--- config.mk ---
export PLATFORM = sky130hd
export DESIGN_NAME = smag_addsub
export DESIGN_NICKNAME = d
export VERILOG_FILES = /design/src/rtl/smag_pkg.sv /design/src/rtl/smag_op_decode.sv /design/src/rtl/smag_mag_adder.sv /design/src/rtl/smag_seq.sv /design/src/rtl/smag_addsub.sv
export SDC_FILE = /design/constraint.sdc
export NUM_CORES = 1
export LEC_CHECK = 0
export CAP_MARGIN = 20
export CORE_UTILIZATION = 51
export DETAILED_ROUTE_END_ITERATION = 6
export GPL_TIMING_DRIVEN = 0
export HOLD_SLACK_MARGIN = 0.08
export PLACE_DENSITY_LB_ADDON = 0.12
export SYNTH_ARGS = -nofsm -noshare
export SYNTH_HDL_FRONTEND = slang
export SYNTH_SLANG_ARGS = --single-unit
--- constraint.sdc ---
create_clock -name clk -period 11.75 [get_ports clk]
set_input_delay 1.175 -clock clk [delete_from_list [all_inputs] [get_ports clk]]
set_output_delay 1.175 -clock clk [all_outputs]
set_load 0.01 [all_outputs]
--- src/rtl/smag_pkg.sv ---
// Shared types for the signed-magnitude adder/subtractor.
package smag_pkg;
    // Sequencer phases: idle, magnitude add, correction.
    typedef enum logic [1:0] {
        PH_IDLE = 2'd0,
        PH_ADD  = 2'd1,
        PH_FIX  = 2'd2
    } smag_phase_e;
endpackage

--- src/rtl/smag_op_decode.sv ---
// Decides whether the magnitudes are added or subtracted.
// The operand sign is inverted for a subtract. The operation is then an
// effective subtract when the two signs differ. Purely combinational.
module smag_op_decode (
    input  logic op_sub,
    input  logic a_sign,
    input  logic b_sign,
    output logic eff_sub
);
    logic b_sign_adj;

    // Adjust the operand sign, then compare it with the accumulator sign.
    always_comb begin
        b_sign_adj = b_sign ^ op_sub;
        eff_sub    = a_sign ^ b_sign_adj;
    end
endmodule

--- src/rtl/smag_mag_adder.sv ---
// Unsigned ripple-carry magnitude adder with an optional invert on y.
// Computes x + (inv_y ? ~y : y) + cin. Assumes W >= 1.
module smag_mag_adder #(
    parameter int W = 8
) (
    input  logic [W-1:0] x,
    input  logic [W-1:0] y,
    input  logic         inv_y,
    input  logic         cin,
    output logic [W-1:0] sum,
    output logic         cout
);
    logic [W:0]   carry;
    logic [W-1:0] y_eff;

    // Conditional one's complement of the second input.
    always_comb y_eff = inv_y ? ~y : y;

    assign carry[0] = cin;

    for (genvar i = 0; i < W; i++) begin : g_bit
        // One full-adder stage.
        always_comb begin
            sum[i]     = x[i] ^ y_eff[i] ^ carry[i];
            carry[i+1] = (x[i] & y_eff[i]) | (carry[i] & (x[i] ^ y_eff[i]));
        end
    end

    assign cout = carry[W];
endmodule

--- src/rtl/smag_seq.sv ---
// Fixed two-phase sequencer. A start seen while idle loads the operands.
// The sequencer then steps through the add phase and the fix phase, and
// pulses done for one cycle. Start is ignored while busy.
module smag_seq
    import smag_pkg::*;
(
    input  logic clk,
    input  logic rst_n,
    input  logic start,
    output logic load,
    output logic ph_add,
    output logic ph_fix,
    output logic busy,
    output logic done
);
    smag_phase_e state_q, state_d;

    // Next-phase selection.
    always_comb begin
        state_d = state_q;
        case (state_q)
            PH_IDLE: if (start) state_d = PH_ADD;
            PH_ADD:  state_d = PH_FIX;
            PH_FIX:  state_d = PH_IDLE;
            default: state_d = PH_IDLE;
        endcase
    end

    // Phase register and done pulse.
    always_ff @(posedge clk) begin
        if (!rst_n) begin
            state_q <= PH_IDLE;
            done    <= 1'b0;
        end else begin
            state_q <= state_d;
            done    <= (state_q == PH_FIX);
        end
    end

    // Phase decodes for the datapath.
    always_comb begin
        load   = (state_q == PH_IDLE) && start;
        ph_add = (state_q == PH_ADD);
        ph_fix = (state_q == PH_FIX);
        busy   = (state_q != PH_IDLE);
    end

    // done follows the fix phase and lasts one cycle.
    p_done_after_fix_r2: assert property (@(posedge clk) disable iff (!rst_n)
        ph_fix |=> done);
    p_done_single_r2: assert property (@(posedge clk) disable iff (!rst_n)
        done |=> !done);
    // a start during the add phase does not restart the sequence.
    p_no_restart_r8: assert property (@(posedge clk) disable iff (!rst_n)
        ph_add |=> ph_fix);
endmodule

--- src/rtl/smag_addsub.sv ---
// Signed-magnitude adder/subtractor, top level.
// The accumulator operand (sign and magnitude) is loaded on start and is
// overwritten with the result. The add phase runs the magnitude adder once
// and captures the carry. The fix phase takes the two's complement of the
// magnitude and flips the sign when an effective subtract gives carry 0.
// Assumes W >= 1.
module smag_addsub #(
    parameter int W = 8
) (
    input  logic         clk,
    input  logic         rst_n,
    input  logic         start,
    input  logic         op_sub,
    input  logic         a_sign_in,
    input  logic [W-1:0] a_mag_in,
    input  logic         b_sign_in,
    input  logic [W-1:0] b_mag_in,
    output logic         busy,
    output logic         done,
    output logic         res_sign,
    output logic [W-1:0] res_mag,
    output logic         carry_e,
    output logic         ovf
);
    localparam logic [W-1:0] MAG_ZERO = '0;

    logic         load, ph_add, ph_fix;
    logic         eff_sub_in, eff_sub_q;
    logic         acc_sign_q, e_q, avf_q;
    logic [W-1:0] acc_mag_q, opb_mag_q;
    logic [W-1:0] add_x, add_y, add_sum;
    logic         add_inv, add_cin, add_cout;

    smag_seq u_seq (
        .clk    (clk),
        .rst_n  (rst_n),
        .start  (start),
        .load   (load),
        .ph_add (ph_add),
        .ph_fix (ph_fix),
        .busy   (busy),
        .done   (done)
    );

    smag_op_decode u_dec (
        .op_sub  (op_sub),
        .a_sign  (a_sign_in),
        .b_sign  (b_sign_in),
        .eff_sub (eff_sub_in)
    );

    // Adder operands: A +/- B in the add phase, 0 + ~A + 1 in the fix phase.
    always_comb begin
        add_x   = ph_fix ? MAG_ZERO : acc_mag_q;
        add_y   = ph_fix ? acc_mag_q : opb_mag_q;
        add_inv = ph_fix | eff_sub_q;
        add_cin = ph_fix | eff_sub_q;
    end

    smag_mag_adder #(.W(W)) u_add (
        .x     (add_x),
        .y     (add_y),
        .inv_y (add_inv),
        .cin   (add_cin),
        .sum   (add_sum),
        .cout  (add_cout)
    );

    // Operand load, add phase and fix phase updates.
    always_ff @(posedge clk) begin
        if (!rst_n) begin
            acc_mag_q  <= '0;
            acc_sign_q <= 1'b0;
            opb_mag_q  <= '0;
            eff_sub_q  <= 1'b0;
            e_q        <= 1'b0;
            avf_q      <= 1'b0;
        end else if (load) begin
            acc_mag_q  <= a_mag_in;
            acc_sign_q <= a_sign_in;
            opb_mag_q  <= b_mag_in;
            eff_sub_q  <= eff_sub_in;
        end else if (ph_add) begin
            acc_mag_q <= add_sum;
            e_q       <= add_cout;
            avf_q     <= eff_sub_q ? 1'b0 : add_cout;
            if (eff_sub_q && (add_sum == MAG_ZERO))
                acc_sign_q <= 1'b0;
        end else if (ph_fix) begin
            if (eff_sub_q && !e_q) begin
                acc_mag_q  <= add_sum;
                acc_sign_q <= ~acc_sign_q;
            end
        end
    end

    // Result ports.
    always_comb begin
        res_sign = acc_sign_q;
        res_mag  = acc_mag_q;
        carry_e  = e_q;
        ovf      = avf_q;
    end

    // an effective add reports overflow equal to the carry.
    p_ovf_is_carry_r3: assert property (@(posedge clk) disable iff (!rst_n)
        (done && !eff_sub_q) |-> (ovf == carry_e));
    // an effective subtract never reports overflow.
    p_no_overflow_r5: assert property (@(posedge clk) disable iff (!rst_n)
        (done && eff_sub_q) |-> !ovf);
    // a borrowing subtract leaves a non-zero magnitude.
    p_borrow_nonzero_r6: assert property (@(posedge clk) disable iff (!rst_n)
        (done && eff_sub_q && !carry_e) |-> (res_mag != MAG_ZERO));
    // no negative zero from a subtract.
    p_no_neg_zero_r7: assert property (@(posedge clk) disable iff (!rst_n)
        (done && eff_sub_q && (res_mag == MAG_ZERO)) |-> !res_sign);
    // results hold while idle with no start.
    p_idle_hold_r9: assert property (@(posedge clk) disable iff (!rst_n)
        (!busy && !start) |=> ($stable(res_mag) && $stable(res_sign)
                               && $stable(carry_e) && $stable(ovf)));
endmodule

==> impl_metrics.py <==
metrics = {
    "run_status": {
        "status": "finished clean",
    },
    "placement": {
        "placed_cells": 229,
        "port_buffers": 34,
        "gp_congestion": 0.892,
        "detailed_place.area_sq_um": 1710,
        "dp_hpwl_um": 2250,
        "post-place-ws_ns": 6.95,
    },
    "clock_tree": {
        "ctsResizeCount": 0,
        "clockRootBuffer": "clkbuf_4",
        "htree_levels": 1,
        "cts-hold-fix-buffers": 0,
        "cts_tree": "done",
        "clk_pin_slew_worst_paths_ns": 0.13,
        "cts_buffers": 3,
        "clock_latency_ns": 0.32,
        "cts_setup_buffers": 0,
        "clock_path_buffers": 2,
        "clock-sinks": 23,
    },
    "finish": {
        "design_area_sq_um": 1740,
        "diodes": 0,
        "multi_input_area_sq_um": 810,
        "fin_nets": 233,
        "fin_cells": 233,
        "layout_common_cells": "nand2_1, clkdlybuf4s50_1, nor2_1, dfxtp_1, a21oi_1",
        "drive_above_1_share_pct": 6.90,
        "area_growth_pct": 30.5,
        "final_common_cell": "nand2_1",
        "nFillCells": 230,
        "seqCellArea_sq_um": 460,
    },
    "timing": {
        "tns_ns": 0,
        "worst_hold_slack_ns": 0.475,
        "fin_skew_ns": 0.00708,
        "slew_violations": 0,
        "grt_setup_unrepaired": "no",
        "hold_violations": 0,
        "worst_pin_slew_ns": 0.661,
        "setup_viol": 0,
        "max_freq_ghz": 0.206,
        "timing.final.ws_setup_ns": 6.88,
        "slew_headroom_pct": 56.0,
        "min_period_over_period_pct": 41.4,
        "period_needed_ns": 4.87,
    },
    "die": {
        "die_area_sq_um": 2820,
        "ioPinCount": 35,
        "die_h_um": 53.1,
        "placementRows": 18,
        "die_x_um": 53.1,
        "start_util_pct": 53.7,
        "fp.coreArea_sq_um": 2480,
    },
    "worst_hold_path": {
        "holdPathStages": 2,
        "hp-start": "opb_mag_q[7]",
        "hp-class": "reg -> reg",
        "min_to": "opb_mag_q[7]",
    },
    "worst_setup_path": {
        "required_ns": 12.01,
        "endpoint_kind": "flip-flop",
        "start_kind": "flip-flop",
        "r2r-start": "u_seq.state_q[0]",
        "r2r_end": "res_sign",
        "crit_family": "adder cells",
        "slowest_delay_ns": 0.53,
        "criticalPathCategory": "reg -> reg",
        "reg2regPathDepth": 18,
        "rrSetupSlack_ns": 6.88,
        "critPathArrivalTime_ns": 5.13,
        "crit_slowest_cell": "fa_1",
        "cpMostUsedCell": "fa_1",
        "worstPathCellList": "nand2b_1, clkbuf_1, clkbuf_1, nand2_1, fa_1, fa_1, fa_1, inv_1, fa_1, inv_1, fa_1, fa_1, fa_1, nand4_1, nor2_1, nand2_1, o21ai_1, mux2i_1",
        "path_buf_inv": 4,
        "path_max_fanout": 10,
    },
    "routing": {
        "via_per_inst": 5.12,
        "vias": 1192,
        "wire_per_inst_um": 12.5,
        "drc": 0,
        "drt-initial-drc-count": 33,
        "wl_um": 2910,
        "ant_nets": 0,
        "dr.pass1.iters": 4,
    },
    "global_routing": {
        "grt_max_degree": 14,
        "grt_antenna_before_repair": 0,
        "grt_util_met3_pct": 3.45,
        "grt_pass1_wl_um": 4890,
        "first_global_vias": 1083,
        "grt_overflow": 0,
        "grt_busiest_layer": "met2",
        "use_met2_pct": 40.9,
        "gr-usage-met1_pct": 32.4,
        "grt_usage_pct": 24.2,
    },
    "synthesis": {
        "synth_compound_area_share_pct": 16.8,
        "synthMuxAreaShare_pct": 3.85,
        "synthAdderAreaFrac_pct": 10.5,
        "avgSynthCellArea_sq_um": 8.07,
        "ys_types": 29,
        "synth_edf_count": 0,
        "ys_async_sr_fraction_pct": 0,
        "yosys.area_share.simple_pct": 23.0,
        "syn-num-nets": 194,
        "synth_ff_type": "dfxtp_1",
        "synth_top_family_by_area": "simple AND/OR/NAND/NOR gates",
        "synth_area_sq_um": 1330,
        "ys_ff_latch": 23,
        "syn_inst": 165,
        "synth_xor_area_share_pct": 6.58,
        "ys_warn_count": 0,
        "synth_seq_area_share_pct": 34.6,
    },
    "power_and_ir_drop": {
        "p_leak_nw": 0.683,
        "power.density_nw_per_um2": 120,
        "ir_drop_uv": 94.5,
    },
    "job": {
        "max_cap_violations": 0,
    },
}
## cell type report
| type | instances | share of cell area [%] |
|---|---|---|
| plain buffers | 10 | 2.67 |
| clock buffers | 3 | 1.30 |
| flip-flops and latches | 23 | 26.5 |
| multi-input cells | 128 | 46.6 |
| well taps | 30 | 2.16 |
| repair buffers | 34 | 19.6 |
| clock inverters | 1 | 0.288 |
| inverters | 4 | 0.865 |
## registers in the layout (all words and copies together) (netlist names)
register       cells
opb_mag_q          8
res_mag            8
u_seq.state_q      2
carry_e            1
eff_sub_q          1
ovf                1
res_sign           1
u_seq.done         1
## cell families after synthesis
family | count (synthesis)
AND/OR/NAND/NOR | 72
AO/OA/AOI/OAI | 34
flip-flops | 23
buffers and inverters | 14
XOR/XNOR | 10
adder cells (fa/ha/maj) | 7
multiplexers | 5
## worst max-delay path by stage
stage                     startpoint       end  slack, ns  cells past startpoint
finish              u_seq.state_q[0]  res_sign       6.88                     18
global route        u_seq.state_q[0]  res_sign       6.47                     18
CTS                 u_seq.state_q[0]  res_sign       6.89                     18
detailed placement  u_seq.state_q[0]  res_sign       6.95                     18
global placement    u_seq.state_q[0]  res_sign       7.00                     18
floorplan           u_seq.state_q[0]  res_sign       7.37                     18
## power by group
group | internal (mW) | total (mW) | switching (mW)
sequential | 0.0853 | 0.0925 | 0.00724
combinational | 0.0390 | 0.0772 | 0.0381
clock | 0.0128 | 0.0392 | 0.0264
## worst register-to-register path, stage by stage (launching register included)
cell	delay (ns)
dfxtp_1	0.47
nand2b_1	0.14
clkbuf_1	0.23
clkbuf_1	0.37
nand2_1	0.14
fa_1	0.45
fa_1	0.39
fa_1	0.37
inv_1	0.07
fa_1	0.15
inv_1	0.05
fa_1	0.38
fa_1	0.42
fa_1	0.53
nand4_1	0.09
nor2_1	0.12
nand2_1	0.06
o21ai_1	0.17
mux2i_1	0.19
## Yosys cell counts (2+ instances only)
cell type	instances	area, sq um
nand2_1	36	135
nor2_1	26	97.6
dfxtp_1	23	460
a21oi_1	20	100
clkbuf_1	8	30.0
fa_1	7	140
xor2_1	7	61.3
a211oi_2	4	50.1
inv_1	4	15.0
mux2i_1	4	40.0
o21ai_0	4	20.0
xnor2_1	3	26.3
nand2b_1	2	12.5
nor3_1	2	10.0
## metal layers
metal	wire, um	up-vias	part of all wire (%)
met5	0	-	0
met4	31	0	1.1
met3	108	4	3.7
met2	1340	25	46
met1	1440	547	49
li1	-	616	-
## stage by stage
stage | power (mW) | util, %
2_1_floorplan | 0.142 | -
3_3_place_gp | 0.170 | 69.0
3_5_place_dp | 0.171 | 69.0
4_1_cts | 0.209 | 70.1
5_1_grt | 0.223 | 70.1
6_report | 0.209 | 70.1
Note: power is estimated with default switching activity, not from simulation.
